===== src/rtl/irqc_pkg.sv =====
package irqc_pkg;
    localparam int DATA_W   = 32;
    localparam int ADDR_W   = 4;
    localparam int BASIC_N  = 8;
    localparam int PERIPH_N = 2 * DATA_W;
    localparam int TOTAL_N  = PERIPH_N + BASIC_N;
    localparam int SEL_W    = $clog2(TOTAL_N);

    localparam logic [ADDR_W-1:0] OFF_PEND_B  = 4'd0;
    localparam logic [ADDR_W-1:0] OFF_PEND_LO = 4'd1;
    localparam logic [ADDR_W-1:0] OFF_PEND_HI = 4'd2;
    localparam logic [ADDR_W-1:0] OFF_ROUTE   = 4'd3;
    localparam logic [ADDR_W-1:0] OFF_SET_LO  = 4'd4;
    localparam logic [ADDR_W-1:0] OFF_SET_HI  = 4'd5;
    localparam logic [ADDR_W-1:0] OFF_SET_B   = 4'd6;
    localparam logic [ADDR_W-1:0] OFF_CLR_LO  = 4'd7;
    localparam logic [ADDR_W-1:0] OFF_CLR_HI  = 4'd8;
    localparam logic [ADDR_W-1:0] OFF_CLR_B   = 4'd9;

    typedef struct packed {
        logic [PERIPH_N-1:0] pen;
        logic [BASIC_N-1:0]  ben;
        logic [SEL_W-1:0]    sel;
        logic                fen;
    } irqc_state_t;
endpackage


===== src/rtl/irqc_regs.sv =====
module irqc_regs
    import irqc_pkg::*;
(
    input  logic              clk,
    input  logic              rst_n,
    input  logic              wr_en,
    input  logic [ADDR_W-1:0] addr,
    input  logic [DATA_W-1:0] wr_data,
    output irqc_state_t       state
);
    localparam int HI_TOP = PERIPH_N - 1;

    irqc_state_t st_d, st_q;

    always_comb begin
        st_d = st_q;
        if (wr_en) begin
            case (addr)
                OFF_ROUTE: begin
                    st_d.sel = wr_data[SEL_W-1:0];
                    st_d.fen = wr_data[SEL_W];
                end
                OFF_SET_LO: st_d.pen[DATA_W-1:0]      = st_q.pen[DATA_W-1:0] | wr_data;
                OFF_SET_HI: st_d.pen[HI_TOP:DATA_W]   = st_q.pen[HI_TOP:DATA_W] | wr_data;
                OFF_SET_B:  st_d.ben                  = st_q.ben | wr_data[BASIC_N-1:0];
                OFF_CLR_LO: st_d.pen[DATA_W-1:0]      = st_q.pen[DATA_W-1:0] & ~wr_data;
                OFF_CLR_HI: st_d.pen[HI_TOP:DATA_W]   = st_q.pen[HI_TOP:DATA_W] & ~wr_data;
                OFF_CLR_B:  st_d.ben                  = st_q.ben & ~wr_data[BASIC_N-1:0];
                default: ;
            endcase
        end
    end

    always_ff @(posedge clk or negedge rst_n) begin
        if (!rst_n) begin
            st_q <= '0;
        end else begin
            st_q <= st_d;
        end
    end

    assign state = st_q;
endmodule


===== src/rtl/irqc_route.sv =====
module irqc_route
    import irqc_pkg::*;
(
    input  irqc_state_t         state,
    input  logic [PERIPH_N-1:0] periph_src,
    input  logic [BASIC_N-1:0]  basic_src,
    output logic                irq,
    output logic                fiq
);
    logic [TOTAL_N-1:0] all_src;
    logic [TOTAL_N-1:0] all_en;
    logic [TOTAL_N-1:0] hot;
    logic [TOTAL_N-1:0] norm_hit;
    logic [TOTAL_N-1:0] fast_hit;

    assign all_src = {basic_src, periph_src};
    assign all_en  = {state.ben, state.pen};

    for (genvar g = 0; g < TOTAL_N; g++) begin : g_src
        assign hot[g]      = state.fen && (state.sel == SEL_W'(g));
        assign norm_hit[g] = all_src[g] && all_en[g] && !hot[g];
        assign fast_hit[g] = all_src[g] && hot[g];
    end

    assign irq = |norm_hit;
    assign fiq = |fast_hit;
endmodule


===== src/rtl/irqc_rdmux.sv =====
module irqc_rdmux
    import irqc_pkg::*;
(
    input  logic [ADDR_W-1:0]   addr,
    input  irqc_state_t         state,
    input  logic [PERIPH_N-1:0] periph_src,
    input  logic [BASIC_N-1:0]  basic_src,
    output logic [DATA_W-1:0]   rd_data
);
    localparam int HI_TOP = PERIPH_N - 1;

    always_comb begin
        rd_data = '0;
        case (addr)
            OFF_PEND_B:              rd_data = DATA_W'(basic_src);
            OFF_PEND_LO:             rd_data = periph_src[DATA_W-1:0];
            OFF_PEND_HI:             rd_data = periph_src[HI_TOP:DATA_W];
            OFF_ROUTE:               rd_data = DATA_W'({state.fen, state.sel});
            OFF_SET_LO, OFF_CLR_LO:  rd_data = state.pen[DATA_W-1:0];
            OFF_SET_HI, OFF_CLR_HI:  rd_data = state.pen[HI_TOP:DATA_W];
            OFF_SET_B, OFF_CLR_B:    rd_data = DATA_W'(state.ben);
            default:                 rd_data = '0;
        endcase
    end
endmodule


===== src/rtl/irq_bank_ctrl.sv =====
module irq_bank_ctrl
    import irqc_pkg::*;
(
    input  logic                clk,
    input  logic                rst_n,
    input  logic [ADDR_W-1:0]   addr,
    input  logic                wr_en,
    input  logic [DATA_W-1:0]   wr_data,
    output logic [DATA_W-1:0]   rd_data,
    input  logic [PERIPH_N-1:0] periph_src,
    input  logic [BASIC_N-1:0]  basic_src,
    output logic                irq,
    output logic                fiq
);
    irqc_state_t state;

    irqc_regs u_regs (
        .clk     (clk),
        .rst_n   (rst_n),
        .wr_en   (wr_en),
        .addr    (addr),
        .wr_data (wr_data),
        .state   (state)
    );

    irqc_route u_route (
        .state      (state),
        .periph_src (periph_src),
        .basic_src  (basic_src),
        .irq        (irq),
        .fiq        (fiq)
    );

    irqc_rdmux u_rdmux (
        .addr       (addr),
        .state      (state),
        .periph_src (periph_src),
        .basic_src  (basic_src),
        .rd_data    (rd_data)
    );
endmodule


===== config.mk =====
export PLATFORM = sky130hd
export DESIGN_NAME = irq_bank_ctrl
export DESIGN_NICKNAME = d
export VERILOG_FILES = /design/src/rtl/irqc_pkg.sv /design/src/rtl/irqc_regs.sv /design/src/rtl/irqc_route.sv /design/src/rtl/irqc_rdmux.sv /design/src/rtl/irq_bank_ctrl.sv
export SDC_FILE = /design/constraint.sdc
export NUM_CORES = 1
export LEC_CHECK = 0
export CORE_MARGIN = 2
export CORE_UTILIZATION = 40
export DETAILED_ROUTE_END_ITERATION = 8
export PLACE_DENSITY = 0.67
export SLEW_MARGIN = 10
export SYNTH_ARGS = -nofsm -noshare
export SYNTH_HDL_FRONTEND = slang
export SYNTH_SLANG_ARGS = --single-unit

===== constraint.sdc =====
create_clock -name clk -period 8.4 [get_ports clk]
set_input_delay 2.1 -clock clk [delete_from_list [all_inputs] [get_ports clk]]
set_output_delay 2.1 -clock clk [all_outputs]
set_load 0.01 [all_outputs]

==> summary.md <==
| Metric | Value |
|---|---|
| Outcome | finished, violations left |
| Failing checks | DRC |
| Area growth syn-to-layout | 29.3% |
| Worst skew pair latency | 0.36 ns |
| Hold path depth | 1 |
| Most frequent cell after synthesis | nand2_1 |
| Grt met2 use | 0.498 |
| Synth Instances | 712 |
| Slew Viols, Final | 0 |
| Fin worst setup slack | 1.47 ns |
| Slew headroom | 0.172 |
| Routed vias | approximately 7000 |
| Post-Syn Area | 5980 µm² |
| F_max | 144 MHz |
| Skew final | 0 ns |
| Final HPWL DP | around 20000 µm |
| Die H | 126 µm |
| FF+latch count, synth | 80 |
| Critical path endpoint category | output pin |
| Drt pass-1 iters | 9 |
| WL/cell | 27.4 µm |
| Top-area cell type share of the netlist area | 0.335 |
| Asr flop ratio synth | 1.00 |
| Max-cap viol count | 0 |
| GRT Total Usage | 0.338 |
| Row Count | 44 |
| Synth area leaders | dfrtp_1, a31oi_1, a21oi_1, nand2_1, a222oi_1 |
| CP top delay family | buffers and inverters |
| Pre-CTS setup slack | 1.56 ns |
| I/O pin count | between 100 and 150 |
| Syn nets | 823 |
| Crit Path Class | input pin to output pin |
| Yosys Warn Count | 0 |
| Netlist cell types | 56 |
| CP bufs+invs | 2 |
| Final period util | 0.825 |
| Starting Density | 0.410 |
| CTS H-tree lvls | 3 |
| WL final | 27500 µm |
| R2R depth | 1 |
| Pwr per Cell Area | 209 nW/µm² |
| Clock-pin slew on the worst setup and hold paths | roughly 0.06 ns |
| Final worst path period need | around 6.9 ns |
| Met1 Track Usage GR | 0.486 |
| RSZ-0062 raised after global routing | false |
| Endpoints failing setup | 0 |
| GR peak layer | met2 |
| CTS tree | built |
| Worst path required time | about 6.3 ns |
| Least-Margin Pin Slew | 1.24 ns |
| Post-CTS resize count | 0 |
| CTS Root Buffer Type | clkbuf_16 |
| NumNets Final | 925 |
| Met3 Track Usage GR | 0.0837 |
| Min-delay worst type | flop to flop |
| Hold_buf cts | 0 |
| Final Wtd Congestion | about 1.0 |
| Sequential cell area fraction in the yosys report | 0.335 |
| Postcts setup bufs | 0 |
| Crit path launch type | input pin |
| Fill cells | roughly 1400 |
| Die area | 15900 µm² |
| Worst ir drop on vdd | 0.000142 V |
| CP Max Fanout | 16 |
| Largest net degree at the start of global routing | 81 |
| Core area | 14600 µm² |
| Initial antenna violation count | 0 |
| Total CTS buffers | 9 |
| Levels on crit path | 6 |
| Share of cells above drive strength 1 | 0.0904 |
| Final hold violation count | 0 |
| # DRC | 14 |
| Die width | 126 µm |
| Antenna Cells | 0 |
| Vias per std cell | 6.98 |
| Post-synth EDFFs | 0 |
| Initial DRC Count | 1350 |
| First-pass GRT wire length | about 41000 µm |
| Setup TNS | 0 ns |
| Number of global-route vias before repair | 6605 |
| Top cell by count, worst path | clkdlybuf4s50_1 |
| Avg Cell Area, Syn | 8.39 µm² |
| Worst path max stage delay | around 0.98 ns |
| Post-synth top cells | nand2_1, a21oi_1, a31oi_1 |
| Primary FF master, synth | dfrtp_1 |
| Leak | 0.00289 µW |
| Crit-path cells | clkdlybuf4s50_1, nand2b_1, o21bai_1, a222oi_1, nand2_1, clkdlybuf4s50_1 |
| Clk buf depth | 2 |
| # port buffers | 144 |
| CTS Sinks | 80 |
| Grt ovf | 0 |
| CP Data Arrival Time | 4.83 ns |
| Final ANT Viol Nets | 0 |
| Biggest area consumer among synthesized cells | dfrtp_1 |
| Critical path's slowest cell | clkdlybuf4s50_1 |
==> metrics by stage <==
step	instances	hold WS, ns	power [µW]	area, µm²	utilization
finish	1003	0.568	1620	7730	0.530
floorplan	712	0.530	927	5980	-
CTS	1003	0.562	1590	7730	0.530
global route	1003	0.577	1680	7730	0.530
detailed placement	987	0.546	1210	7450	0.511
global placement	987	0.545	1210	7450	0.511
==> logic make-up after synthesis <==
family / share of synthesized area
compound gates: 0.299
xor+xnor: 0.00147
buf+inv: 0.0599
flops: 0.335
mux: 0.0869
simple gates: 0.218
==> worst paths after layout <==
path | start | endpoint | slack, ns
max in group asynchronous | rst_n | asynchronous set/reset pin | 5.80
worst min register to register | u_regs.state[4] | u_regs.state[4] | 0.57
worst max-delay path | addr[1] | rd_data[6] | 1.47
worst min-delay path | u_regs.state[4] | u_regs.state[4] | 0.57
worst max register to register | u_regs.state[2] | u_regs.state[2] | 7.07
min in group asynchronous | rst_n | asynchronous set/reset pin | 1.91
==> per-layer routing <==
metal	share of wire	vias up
li1	-	3003
met1	0.41	3381
met2	0.44	546
met3	0.12	73
met4	0.033	0
met5	0	-
==> power breakdown <==
part	switching, µW	internal (µW)	leakage [µW]	total (µW)
Sequential	154	476	0.000858	630
Clock	176	202	0.000128	378
Combinational	339	268	0.00190	608
Total	669	947	0.00289	1620
==> area by class of cell <==
class | instances | area, µm² | share of cell area
clock buffers | 9 | 225 | 0.0291
inverters | 1 | 3.75 | 0.000486
multi-input cells | 560 | 3640 | 0.471
repair buffers | 162 | 1570 | 0.204
well taps | 184 | 230 | 0.0298
flip-flops and latches | 80 | 2000 | 0.259
clock inverters | 7 | 53.8 | 0.00696
==> cell usage in the layout (no fill, tap or decap), types with 4 or more instances in the layout <==
cell type        Yosys  layout
a22oi_1             11      11
clkbuf_16            0       9
nor2_1              15      13
nand4_1             13      13
o211ai_1             9       9
and4b_1              4       4
mux4_2              12      12
mux2i_1              8       8
a32oi_1              4       4
nand3_1             28      28
a21oi_1            100     100
buf_4                4      19
nand2b_1             5       5
nor3_1               6       5
dfrtp_1             80      80
and2_1               6       4
nand2_1            131     131
o311ai_0             4       4
a222oi_1            33      33
mux2_2              12      12
a31oi_1             90      90
nand4b_1             4       4
o21ai_0              5       5
nor4_1               6       6
clkdlybuf4s50_1      0     143
nor2b_1              7       7
No activity file was read; power rests on OpenSTA's default activity.
